==> src/rtl/acfg_pkg.sv <==
package acfg_pkg;

  localparam logic [7:0]  TYPE_CODE  = 8'hD1;
  localparam logic [7:0]  FLAG_CODE  = 8'h00;
  localparam logic [15:0] MAKER_CODE = 16'h1212;
  localparam logic [31:0] SERIAL_NUM = 32'h0000_0000;
  localparam logic [15:0] BOOT_VEC   = 16'h1000;
  localparam logic [7:0]  PROD_BASE  = 8'd0;
  localparam logic [7:0]  PROD_EXT   = 8'd42;

  localparam logic [15:0] OFF_NIB_LO = 16'h004A;
  localparam logic [15:0] OFF_COMMIT = 16'h0048;
  localparam logic [15:0] OFF_SLEEP  = 16'h004C;
  localparam logic [15:0] ID_SPAN    = 16'h0080;

  typedef enum logic [1:0] {
    CW_NONE   = 2'd0,
    CW_LATCH  = 2'd1,
    CW_COMMIT = 2'd2,
    CW_SLEEP  = 2'd3
  } cfg_wr_e;

  // Identification byte k (served at offsets 4k and 4k+2).
  function automatic logic [7:0] id_byte(input logic [4:0] k, input logic [7:0] prod);
    logic [7:0] b;
    case (k)
      5'd0:    b = TYPE_CODE;
      5'd1:    b = prod;
      5'd2:    b = FLAG_CODE;
      5'd4:    b = MAKER_CODE[15:8];
      5'd5:    b = MAKER_CODE[7:0];
      5'd6:    b = SERIAL_NUM[31:24];
      5'd7:    b = SERIAL_NUM[23:16];
      5'd8:    b = SERIAL_NUM[15:8];
      5'd9:    b = SERIAL_NUM[7:0];
      5'd10:   b = BOOT_VEC[15:8];
      5'd11:   b = BOOT_VEC[7:0];
      default: b = 8'h00;
    endcase
    return b;
  endfunction

  // Nibble slot s = offset[6:1]; all but the type byte go out inverted.
  function automatic logic [3:0] id_nibble(input logic [5:0] s, input logic [7:0] prod);
    logic [7:0] b;
    logic [3:0] n;
    b = id_byte(s[5:1], prod);
    n = s[0] ? b[3:0] : b[7:4];
    return (s[5:1] == 5'd0) ? n : ~n;
  endfunction

endpackage

==> src/rtl/acfg_decode.sv <==
module acfg_decode
  import acfg_pkg::*;
#(
  parameter int unsigned ADDR_W  = 24,
  parameter int unsigned LOCAL_W = 16,
  parameter logic [ADDR_W-LOCAL_W-1:0] WINDOW = 8'hE8
) (
  input  logic                      valid,
  input  logic                      we,
  input  logic [ADDR_W-1:0]         addr,
  input  logic                      cfg_q,
  input  logic                      shut_q,
  input  logic [ADDR_W-LOCAL_W-1:0] base_q,
  output logic                      hit,
  output logic [LOCAL_W-1:0]        off,
  output cfg_wr_e                   cfg_wr,
  output logic                      id_rd,
  output logic [5:0]                id_slot
);
  localparam int unsigned WIN_W = ADDR_W - LOCAL_W;

  logic [WIN_W-1:0] page;
  logic             wr_ok;

  assign page    = addr[ADDR_W-1:LOCAL_W];
  assign off     = addr[LOCAL_W-1:0];
  assign hit     = !shut_q && (cfg_q ? (page == base_q) : (page == WINDOW));
  assign wr_ok   = valid && we && hit && !cfg_q;
  assign id_rd   = valid && !we && hit && (off < LOCAL_W'(ID_SPAN)) && !off[0];
  assign id_slot = off[6:1];

  always_comb begin
    cfg_wr = CW_NONE;
    if (wr_ok) begin
      if (off == LOCAL_W'(OFF_NIB_LO))      cfg_wr = CW_LATCH;
      else if (off == LOCAL_W'(OFF_COMMIT)) cfg_wr = CW_COMMIT;
      else if (off == LOCAL_W'(OFF_SLEEP))  cfg_wr = CW_SLEEP;
    end
  end

endmodule

==> src/rtl/acfg_state.sv <==
module acfg_state
  import acfg_pkg::*;
#(
  parameter int unsigned WIN_W = 8
) (
  input  logic             clk,
  input  logic             rst_n,
  input  cfg_wr_e          cfg_wr,
  input  logic [3:0]       wnib,
  output logic             cfg_q,
  output logic             shut_q,
  output logic [WIN_W-1:0] base_q
);
  localparam int unsigned LAT_W = WIN_W / 2;

  logic [LAT_W-1:0] lat_q;
  logic             ev_latch;
  logic             ev_commit;
  logic             ev_sleep;

  assign ev_latch  = (cfg_wr == CW_LATCH);
  assign ev_commit = (cfg_wr == CW_COMMIT);
  assign ev_sleep  = (cfg_wr == CW_SLEEP);

  always_ff @(posedge clk or negedge rst_n) begin
    if (!rst_n) begin
      lat_q  <= '0;
      base_q <= '0;
      cfg_q  <= 1'b0;
      shut_q <= 1'b0;
    end else begin
      if (ev_latch)  lat_q <= LAT_W'(wnib);
      if (ev_commit) begin
        base_q <= {LAT_W'(wnib), lat_q};
        cfg_q  <= 1'b1;
      end
      if (ev_sleep)  shut_q <= 1'b1;
    end
  end


  commit_sets_cfg_chk: assert property (@(posedge clk) disable iff (!rst_n)
    ev_commit |=> cfg_q);


  latch_no_move_chk: assert property (@(posedge clk) disable iff (!rst_n)
    ev_latch |=> (!cfg_q && $stable(base_q)));


  base_locked_chk: assert property (@(posedge clk) disable iff (!rst_n)
    cfg_q |=> (cfg_q && $stable(base_q)));


  shut_sticky_chk: assert property (@(posedge clk) disable iff (!rst_n)
    shut_q |=> (shut_q && !cfg_q));

endmodule

==> src/rtl/acfg_idrom.sv <==
module acfg_idrom
  import acfg_pkg::*;
#(
  parameter logic [7:0] PRODUCT = 8'd0
) (
  input  logic       clk,
  input  logic       rst_n,
  input  logic       id_rd,
  input  logic [5:0] id_slot,
  output logic [7:0] rdata
);
  always_ff @(posedge clk or negedge rst_n) begin
    if (!rst_n)     rdata <= 8'hFF;
    else if (id_rd) rdata <= {id_nibble(id_slot, PRODUCT), 4'h0};
    else            rdata <= 8'hFF;
  end


  low_nib_zero_chk: assert property (@(posedge clk) disable iff (!rst_n)
    id_rd |=> (rdata[3:0] == 4'h0));

endmodule

==> src/rtl/acfg_responder.sv <==
module acfg_responder
  import acfg_pkg::*;
#(
  parameter bit          EXTENDED = 1'b0,
  parameter int unsigned ADDR_W   = 24,
  parameter int unsigned LOCAL_W  = 16,
  parameter logic [7:0]  WINDOW   = 8'hE8
) (
  input  logic               clk,
  input  logic               rst_n,
  input  logic               bus_valid,
  input  logic               bus_we,
  input  logic [ADDR_W-1:0]  bus_addr,
  input  logic [7:0]         bus_wdata,
  output logic [7:0]         bus_rdata,
  output logic               card_hit,
  output logic [LOCAL_W-1:0] local_off,
  output logic               cfg_done,
  output logic [7:0]         base_addr,
  output logic               shut_up,
  output logic               cfg_out
);
  localparam int unsigned WIN_W   = ADDR_W - LOCAL_W;
  localparam logic [7:0]  PRODUCT = EXTENDED ? PROD_EXT : PROD_BASE;

  logic             cfg_q;
  logic             shut_q;
  logic [WIN_W-1:0] base_q;
  cfg_wr_e          cfg_wr;
  logic             id_rd;
  logic [5:0]       id_slot;
  logic             unused_low_data;

  assign unused_low_data = ^bus_wdata[3:0];

  acfg_decode #(.ADDR_W(ADDR_W), .LOCAL_W(LOCAL_W), .WINDOW(WIN_W'(WINDOW))) u_decode (
    .valid   (bus_valid),
    .we      (bus_we),
    .addr    (bus_addr),
    .cfg_q   (cfg_q),
    .shut_q  (shut_q),
    .base_q  (base_q),
    .hit     (card_hit),
    .off     (local_off),
    .cfg_wr  (cfg_wr),
    .id_rd   (id_rd),
    .id_slot (id_slot)
  );

  acfg_state #(.WIN_W(WIN_W)) u_state (
    .clk    (clk),
    .rst_n  (rst_n),
    .cfg_wr (cfg_wr),
    .wnib   (bus_wdata[7:4]),
    .cfg_q  (cfg_q),
    .shut_q (shut_q),
    .base_q (base_q)
  );

  acfg_idrom #(.PRODUCT(PRODUCT)) u_idrom (
    .clk     (clk),
    .rst_n   (rst_n),
    .id_rd   (id_rd),
    .id_slot (id_slot),
    .rdata   (bus_rdata)
  );

  assign cfg_done  = cfg_q;
  assign base_addr = 8'(base_q);
  assign shut_up   = shut_q;
  assign cfg_out   = cfg_q | shut_q;


  sleep_quiet_chk: assert property (@(posedge clk) disable iff (!rst_n)
    shut_up |=> (bus_rdata == 8'hFF));


  moved_hit_chk: assert property (@(posedge clk) disable iff (!rst_n)
    (cfg_done && card_hit) |-> (bus_addr[ADDR_W-1:LOCAL_W] == base_q));

endmodule

==> config.mk <==
export PLATFORM = sky130hd
export DESIGN_NAME = acfg_responder
export DESIGN_NICKNAME = d
export VERILOG_FILES = /design/src/rtl/acfg_pkg.sv /design/src/rtl/acfg_decode.sv /design/src/rtl/acfg_state.sv /design/src/rtl/acfg_idrom.sv /design/src/rtl/acfg_responder.sv
export SDC_FILE = /design/constraint.sdc
export NUM_CORES = 1
export LEC_CHECK = 0
export ABC_AREA = 1
export ABC_CLOCK_PERIOD_IN_PS = 2800
export BUFFER_PORTS_ARGS = -buffer_cell sky130_fd_sc_hd__buf_4
export CAP_MARGIN = 20
export CORE_MARGIN = 2
export CORE_UTILIZATION = 48
export DETAILED_ROUTE_END_ITERATION = 8
export PLACE_DENSITY = 0.95
export SLEW_MARGIN = 20
export SYNTH_ARGS = -nofsm -noshare
export SYNTH_HDL_FRONTEND = slang
export SYNTH_SLANG_ARGS = --single-unit
export TNS_END_PERCENT = 20
==> constraint.sdc <==
create_clock -name clk -period 2.8 [get_ports clk]
set_input_delay 0.28 -clock clk [delete_from_list [all_inputs] [get_ports clk]]
set_output_delay 0.28 -clock clk [all_outputs]
set_load 0.02 [all_outputs]
==> flow_summary.yaml, run 1 <==
run_status:
  status: "finished, final reports clean"
layout:
  final_util_pct: 67.6
  final_layout_size_suffix_gt1_share_pct: 38.3
  final_cell_mix: "buf_4, nand2_1, inv_1"
  diodes: 0
  areaGrowthSynthToFinish_pct: 30.7
  final_cell_area_mm2: 0.00172
  final_net_count: 264
  mostFrequentLayoutCell: "buf_4"
sta:
  final_max_slew_viol_count: 0
  fin_skew_ns: 0.00735
  slew_headroom_pct: 62.6
  fmax_ghz: 0.464
  hold_viol_final: 0
  fin_tns_setup_ns: 0
  fin_crit_ns: 2.16
  period_share_pct: 77.0
  setup_slack_ns: 0.644
  final-setup-viol-count: 0
  worst_pin_slew_ns: 0.556
  rsz0062_at_grt: "false"
critical_path:
  critPathLaunchType: "flop"
  r2r-start: "u_state.cfg_q$_DFFE_PN0N_"
  worst_path_max_delay_cell: "dfrtp_1"
  worstPathCellList: "nand2_1 > nand2_1 > nand2_1 > nor2_1 > nand3_4 > nor2_4 > buf_4"
  rrSetupSlack_ns: 0.71
  reg2reg_to: "u_state.lat_q[1]$_DFFE_PN0N_"
  path_class: "reg -> out"
  crit_required_ns: 2.52
  critPathArrivalTime_ns: 1.88
  cp_max_fo: 16
  max_stage_delay_ns: 0.70
  setup.worst_path.end_class: "primary output"
  crit_path_frequent_cell: "nand2_1"
  r2r_cells: 7
min_path:
  hold_class: "in -> reg"
  holdPathStages: 2
  min_to: "u_idrom.rdata[6]$_DFF_PN1_"
  hold_start: "bus_addr[1]"
clocking:
  clk_pin_slew_ns: 0.09
  cts_resized: 0
  clock_path_buffers: 2
  htree_num_levels: 1
  numCtsBuffers: 3
  clk_latency_ns: 0.29
  cts_setup_buffers: 0
  hold_buffers: 1
  cts_sinks: 18
  cts_tree: "yes"
  root_buffer: "clkbuf_4"
synth:
  synth.yosys.seq_area_share_pct: 34.6
  synth_seq_cells: 18
  synthCells: 177
  yosysUniqueCellTypes: 24
  yosysWarningCount: 0
  ys_top_cells_by_area: "dfrtp_1, nand2_1, buf_4"
  yosysTopAreaCell: "dfrtp_1"
  syn_nets: 213
  syn_area_per_cell_um2: 7.43
  syn_area_mm2: 0.00132
  synth_top_area_share_pct: 26.6
pwr:
  vdd_drop_max_mv: 0.216
  p_leak_nw: 0.943
  p_total_w: 0.000494
  power.density_mw_per_mm2: 287
route:
  ant_nets: 0
  vias: 1284
  wl_per_cell_um: 11.0
  first_pass_iters: 4
  drcViolationCount: 0
  viasPerCell: 5.00
  drtIter0Drc: 51
  wl_mm: 2.82
floorplan:
  rows: 18
  fp.coreArea_mm2: 0.00254
  num_io_pins: 72
  die_h_um: 56.3
  chipWidth_um: 56.3
  die_area_mm2: 0.00317
  initial_core_util_pct: 51.7
global_route:
  grt-ovfl-total: 0
  antenna_found_initial: 0
  grt_pass1_wl_mm: 4.67
  grt_start_max_net_pins: 19
  track_usage_pct: 18.2
  grt_pass1_vias: 1136
place:
  io_buffers: 67
  post_dp_cell_area_mm2: 0.00168
  dp_slack_ns: 0.705
  place_congestion: 0.810
  dpl.hpwl_mm: 2.30
run:
  maxCapViolCount: 0
==> logic make-up after synthesis <==
group / Yosys count / share of synthesized area (%)
AOI/OAI and AO/OA: 6 / 3.14
xor gates and xnor gates: 1 / 0.666
buffers and inverters: 43 / 19.1
DFF: 18 / 34.6
and+or+nand+nor: 109 / 42.4
==> worst max-delay path: cells and delay by family (launching register included) <==
kind | cells | cell delay [ns]
and+or+nand+nor | 6 | 0.73
DFF | 1 | 0.70
buffers and inverters | 1 | 0.17
==> worst max-delay path by stage <==
stage	start	end	cells past startpoint	slack, ns
2_1_floorplan	u_state.cfg_q$_DFFE_PN0N_	u_state.base_q[2]$_DFFE_PN0N_	10	1.09
3_3_place_gp	u_state.cfg_q$_DFFE_PN0N_	u_state.lat_q[2]$_DFFE_PN0N_	7	0.78
3_5_place_dp	u_state.cfg_q$_DFFE_PN0N_	u_state.lat_q[1]$_DFFE_PN0N_	7	0.71
4_1_cts	u_state.cfg_q$_DFFE_PN0N_	card_hit	7	0.64
5_1_grt	u_state.cfg_q$_DFFE_PN0N_	u_state.lat_q[1]$_DFFE_PN0N_	7	0.46
6_report	u_state.cfg_q$_DFFE_PN0N_	card_hit	7	0.64
==> cell type report <==
class                      instances  area, µm²
fill                             217        826
multi-input combinational        116        608
timing repair buffer              68        513
sequential                        18        455
inverter                          21       78.8
tap                               30       37.5
clock buffer                       4       26.3
==> power by group <==
group          switching (W)  total (W)  internal [W]
Sequential                 0   0.000260      0.000260
Combinational      0.0000531   0.000106     0.0000527
Clock              0.0000726   0.000128     0.0000553
==> metrics by stage <==
stage	hold slack, ns	std cells
5_1_grt	0.191	257
4_1_cts	0.203	257
3_5_place_dp	0.155	252
2_1_floorplan	-0.0156	177
6_report	0.208	257
3_3_place_gp	0.154	252
==> cells in the mapped netlist, drive strengths merged <==
master and instances:
o21ai 3, nand2 58, buf 22, nand3 15, nand3b 1, nor3 2, or2 1, dfstp 4
nor2 18, a21oi 3, inv 21, dfrtp 14, xor2 1, nor4 4, nand4 10
==> per-layer routing <==
layer | global-route usage (%) | wire length (µm)
met1 | 22.1 | 1080
met2 | 32.3 | 1510
met3 | 1.84 | 184
met4 | 8.16 | 38
met5 | 0 | 0
==> sequential cells by signal, summed over array words and instances, names as in the netlist <==
register and flops:
u_state.lat_q 4, u_idrom.rdata 4, u_state.shut_q 1, u_state.base_q 8
u_state.cfg_q 1
Power figures use the tool's default switching activity.
==> inputs of run 2 (changes only) <==
- ABC_AREA: 1 -> 0
- ABC_CLOCK_PERIOD_IN_PS: 2800 -> 2000
- CORE_UTILIZATION: 48 -> 43
- PLACE_DENSITY: 0.95 -> 0.92
- clock period: 2.8 -> 2 ns (I/O delays scaled with it)
==> run 2 against run 1 <==
- the flow now finishes with violations (negative setup slack)
- register-to-register slack worse by 0.97 ns
- critical path depth down 1
- flip-flop and latch count unchanged
- combinational power up 52%
- clock power up 74%
- largest cell class is now buffers
- highest routed layer unchanged
==> flow_summary.yaml, run 2 <==
synth:
  muxShareOfSynthArea_pct: 11.5
  synth_common_cells: "buf_4, dfrtp_1, mux2_2, nor2_1, inv_1"
  ys_top_cells_by_area: "dfrtp_1, buf_4, mux2_2"
  synthXorXnorAreaFrac_pct: 1.49
  synth-edff-count: 0
  synth_top_area_share_pct: 29.8
  synth.yosys.seq_area_share_pct: 38.8
  synth-adder-area-share_pct: 0
  ys_async_sr_fraction_pct: 100
  synth_seq_cells: 18
  ys.flop_type: "dfrtp_1"
  synth_most_common_cell: "buf_4"
  yosysUniqueCellTypes: 35
  syn_area_mm2: 0.00117
  yosysWarningCount: 0
  yosysTopAreaCell: "dfrtp_1"
  syn_nets: 145
  synthCells: 109
  synth_top_family_by_area: "simple AND/OR/NAND/NOR gates"
  synth_compound_area_share_pct: 8.63
  syn_area_per_cell_um2: 10.8
  synthSimpleGateAreaFrac_pct: 24.6
sta:
  period_share_pct: 117
  fmax_ghz: 0.427
  fin_skew_ns: 0.00221
  fin_tns_setup_ns: -3.51
  final_max_slew_viol_count: 0
  hold_viol_final: 0
  worst_pin_slew_ns: 0.576
  slew_headroom_pct: 61.6
  fin_crit_ns: 2.34
  final-setup-viol-count: 19
  whs_ns: 0.147
  rsz0062_at_grt: "true"
  setup_slack_ns: -0.342
global_route:
  antenna_found_initial: 0
  track_usage_pct: 19.1
  grt_start_max_net_pins: 19
  grt_pass1_vias: 1142
  grt_pass1_wl_mm: 4.84
  grt-ovfl-total: 0
route:
  drtIter0Drc: 16
  ant_nets: 0
  wl_mm: 3.17
  vias: 1138
  wl_per_cell_um: 15.0
  viasPerCell: 5.37
  drcViolationCount: 0
  first_pass_iters: 4
clocking:
  cts_tree: "yes"
  clk_pin_slew_ns: 0.10
  cts_sinks: 18
  htree_num_levels: 1
  root_buffer: "clkbuf_4"
  clock_path_buffers: 2
  clk_latency_ns: 0.29
  numCtsBuffers: 3
run:
  maxCapViolCount: 0
floorplan:
  initial_core_util_pct: 46.6
  die_h_um: 56.3
  fp.coreArea_mm2: 0.00252
  chipWidth_um: 56.3
  die_area_mm2: 0.00317
  num_io_pins: 72
  rows: 18
run_status:
  violations: "negative setup slack"
  status: "finished with violations"
layout:
  top_register: "u_state.base_q"
  areaGrowthSynthToFinish_pct: 53.8
  largestRegisters: "u_state.base_q (8), u_idrom.rdata (4), u_state.lat_q (4)"
  final_net_count: 219
  final_cell_area_mm2: 0.00181
  mostFrequentLayoutCell: "buf_4"
  largest_reg_flops: 8
  final_cell_mix: "buf_4, mux2_2, dfrtp_1"
  final_layout_size_suffix_gt1_share_pct: 69.2
  diodes: 0
critical_path:
  worstPathCellList: "or4b_4 > o22ai_4 > nor2_1 > or4_4 > inv_2 > buf_6"
  setup.worst_path.end_class: "primary output"
  path_class: "reg -> out"
  max_stage_delay_ns: 0.54
  critPathLaunchType: "flop"
  crit_required_ns: 1.80
  worst_path_max_delay_cell: "or4b_4"
  cp_max_fo: 2
  critPathArrivalTime_ns: 2.14
pwr:
  p_total_w: 0.000747
  power.density_mw_per_mm2: 414
  vdd_drop_max_mv: 0.352
  p_leak_nw: 0.909
place:
  post_dp_cell_area_mm2: 0.00170
  dp_slack_ns: -0.301
  io_buffers: 67
  place_congestion: 0.843
  dpl.hpwl_mm: 2.63
min_path:
  hold_class: "in -> reg"
[run 2: cell types whose count changed after synthesis, moves of 3 or more]
cell,previous run,this run
inv_1,21,5
mux2_2,0,12
nand2_1,54,1
nand2_2,3,0
nand3_1,14,1
nand4_1,9,0
nand4b_1,0,3
nor2_1,14,6
[run 2: cell families (layout without fill, tap and decap cells)]
family          count (synthesis)  in the layout
flops                          18             18
compound gates                 14             14
xor+xnor                        2              2
buf+inv                        26             99
mux                            12             12
simple gates                   37             37
[run 2: power by group]
group | switching, W | internal [W]
registers | 0.0000000000420 | 0.000364
logic | 0.0000746 | 0.0000859
clock network | 0.000112 | 0.000111
total | 0.000186 | 0.000561
[run 2: worst paths after layout]
path                                          startpoint                             to  slack [ns]  cells past startpoint
max                        u_state.base_q[2]$_DFFE_PN0N_                       card_hit       -0.34                      6
min                                         bus_wdata[5]   u_state.lat_q[1]$_DFFE_PN0N_        0.15                      2
max reg2reg                u_state.base_q[2]$_DFFE_PN0N_  u_state.base_q[7]$_DFFE_PN0N_       -0.26                      8
min reg2reg                 u_state.lat_q[1]$_DFFE_PN0N_   u_state.lat_q[1]$_DFFE_PN0N_        0.52                      1
max in group asynchronous                          rst_n     u_idrom.rdata[5]$_DFF_PN1_        1.44                      2
min in group asynchronous                          rst_n  u_state.base_q[0]$_DFFE_PN0N_        0.31                      2
[run 2: cell type report]
type	count	area, µm²
Timing Repair Buffer	90	686
Fill cell	189	716
Inverter	5	18.8
Tap cell	30	37.5
Sequential cell	18	459
Multi-Input combinational cell	65	569
Clock buffer	4	36.3
[run 2: critical path: cells and delay by family, from the launching register on]
kind | cells | cell delay (ns)
buffers and inverters | 2 | 0.18
AOI/OAI and AO/OA | 1 | 0.17
DFF | 1 | 0.41
and+or+nand+nor | 3 | 1.09
[run 2: metrics by stage]
step                      utilization, %  instances
after floorplan                        -        109
after global placement              67.5        203
after detailed placement            67.5        203
after CTS                           70.7        210
after global routing                71.6        212
final                               71.6        212
[run 2: timing repair]
item                                    CTS  global route
endpoints found under the setup margin   18            19
gates resized for setup                   6             1
hold buffers                              1             0
endpoints found under the hold margin    18             0
pin swaps                                 2             3
buffers inserted                          2             2
[run 2: per-layer routing]
metal | global-route usage, % | wire length, µm | up-vias
li1 | - | - | 525
met1 | 18.1 | 1100 | 554
met2 | 40.5 | 1780 | 57
met3 | 5.30 | 276 | 2
met4 | 2.04 | 16 | 0
met5 | 0 | 0 | -
==> inputs of run 3 (changes only) <==
- CORE_MARGIN: 2 -> not set
==> run 3 against run 2 <==
- the run still ends with negative setup slack left
- sequential power barely moved
- total power barely moved
- flip-flop and latch count is the same
- global-route usage is 2.5 points higher
- worst setup slack improved by 0.021 ns
- clock power is essentially flat
- highest routed layer unchanged
==> flow_summary.yaml, run 3 (synthesis gave the netlist of run 2 again) <==
place:
  place_congestion: 0.772
  placed_cells_incl_taps: 202
  dp_slack_ns: -0.282
  io_buffers: 67
  dpl.hpwl_mm: 2.47
clocking:
  htree_num_levels: 1
  clk_latency_ns: 0.30
  root_buffer: "clkbuf_4"
  cts_tree: "yes"
  numCtsBuffers: 3
  clock_path_buffers: 2
  clk_pin_slew_ns: 0.10
  cts_sinks: 18
sta:
  hold_viol_final: 0
  final_max_slew_viol_count: 0
  whs_ns: 0.138
  fin_skew_ns: 0.00710
  final-setup-viol-count: 17
  rsz0062_at_grt: "true"
  worst_pin_slew_ns: 0.584
  fmax_ghz: 0.431
  fin_crit_ns: 2.32
  slew_headroom_pct: 60.9
  period_share_pct: 116
  setup_slack_ns: -0.321
critical_path:
  max_stage_delay_ns: 0.49
  worstPathCellList: "or4b_4 > o22ai_4 > nor2_1 > or4_4 > inv_2 > buf_6"
  setup.worst_path.end_class: "primary output"
  critPathArrivalTime_ns: 2.12
  critPathLaunchType: "flop"
  path_class: "reg -> out"
  cp_max_fo: 5
  crit_required_ns: 1.80
  worst_path_max_delay_cell: "or4b_4"
floorplan:
  initial_core_util_pct: 46.6
  die_area_mm2: 0.00295
  die_h_um: 54.3
  rows: 18
  chipWidth_um: 54.3
  num_io_pins: 72
  fp.coreArea_mm2: 0.00252
global_route:
  antenna_found_initial: 0
  grt_pass1_wl_mm: 4.44
  grt_pass1_vias: 1071
  grt_start_max_net_pins: 19
  grt-ovfl-total: 0
  track_usage_pct: 21.6
layout:
  mostFrequentLayoutCell: "buf_4"
  final_cells: 209
  fillers: 194
  final_layout_size_suffix_gt1_share_pct: 69.8
  top_register: "u_state.base_q"
  largest_reg_flops: 8
  largestRegisters: "u_state.base_q (8), u_idrom.rdata (4), u_state.lat_q (4)"
  final_net_count: 216
  diodes: 0
  final_cell_mix: "buf_4, mux2_2, dfrtp_1"
  areaGrowthSynthToFinish_pct: 52.7
run_status:
  status: "finished with violations"
  violations: "negative setup slack"
route:
  wl_per_cell_um: 14.5
  ant_nets: 0
  first_pass_iters: 4
  wl_mm: 3.04
  vias: 1136
  drtIter0Drc: 7
  drcViolationCount: 0
  viasPerCell: 5.44
pwr:
  sw_frac_of_total_pct: 25.1
  power.density_mw_per_mm2: 417
  p_seq_share_pct: 48.7
  p_int_w: 0.000560
  pwr-share-clk_pct: 30.0
  p_leak_nw: 0.895
  pwr-share-comb_pct: 21.3
  power.switching_w: 0.000188
  vdd_drop_max_mv: 0.567
run:
  maxCapViolCount: 0
min_path:
  hold_class: "in -> reg"
[run 3: changes by cell type in the layout (fill, tap and decap cells not counted), sizes merged]
| cell | before | now |
|---|---|---|
| buf | 89 | 86 |
[run 3: final cells by class]
class	count	area (µm²)	share of cell area [%]
multi-input cells	65	579	32.3
clock buffers	4	36.3	2.02
repair buffers	87	663	37.0
well taps	30	37.5	2.09
flip-flops and latches	18	459	25.6
inverters	5	18.8	1.05
[run 3: path summary, 6_finish.rpt]
kind	startpoint	end	slack (ns)	cells past startpoint
min reg2reg	u_state.lat_q[3]$_DFFE_PN0N_	u_state.lat_q[3]$_DFFE_PN0N_	0.52	1
max in group asynchronous	rst_n	u_idrom.rdata[6]$_DFF_PN1_	1.45	2
max reg2reg	u_state.cfg_q$_DFFE_PN0N_	u_state.base_q[3]$_DFFE_PN0N_	-0.15	7
min	bus_wdata[4]	u_state.base_q[4]$_DFFE_PN0N_	0.14	2
max	u_state.cfg_q$_DFFE_PN0N_	card_hit	-0.32	6
min in group asynchronous	rst_n	u_state.base_q[4]$_DFFE_PN0N_	0.30	2
[run 3: critical path, delay by kind of cell, from the launching register on]
| family | cells | cell delay, ns |
|---|---|---|
| compound gates | 1 | 0.17 |
| flops | 1 | 0.45 |
| simple gates | 3 | 1.04 |
| buf+inv | 2 | 0.17 |
[run 3: per-stage QoR]
step / setup TNS [ns] / total power [W] / area (µm²) / utilization [%]
3_5_place_dp: -3.73 / 0.000527 / 1700 / 67.2
4_1_cts: -1.86 / 0.000748 / 1780 / 70.4
6_report: -1.99 / 0.000748 / 1790 / 71.1
3_3_place_gp: -2.61 / 0.000523 / 1700 / 67.2
5_1_grt: -3.49 / 0.000785 / 1790 / 71.1
2_1_floorplan: -1.66 / 0.000439 / 1180 / -
[run 3: timing repair]
action                                  4_1_cts  5_1_grt
endpoints found under the setup margin       18       19
hold endpoints to repair                     18        0
resized for setup                             7        2
hold buffers                                  1        0
pin swaps                                     3        2
setup buffers                                 1        1
[run 3: power by group through the flow]
| stage | Sequential [W] | Combinational (W) | Clock, W |
|---|---|---|---|
| 2_1_floorplan | 0.000371 | 0.0000683 | 0 |
| 3_3_place_gp | 0.000371 | 0.000152 | 0 |
| 3_5_place_dp | 0.000371 | 0.000156 | 0 |
| 4_1_cts | 0.000364 | 0.000159 | 0.000225 |
| 5_1_grt | 0.000364 | 0.000172 | 0.000249 |
| 6_report | 0.000364 | 0.000159 | 0.000224 |
[run 3: metal layers]
metal  vias up  wire, µm  part of all wire [%]  GRT usage (%)
met3         4       304                    10           3.61
met5         -         0                     0              0
met4         0        17                  0.56           3.42
met2        65      1690                    55           47.4
met1       542      1030                    34           19.9
li1        525         -                     -              -
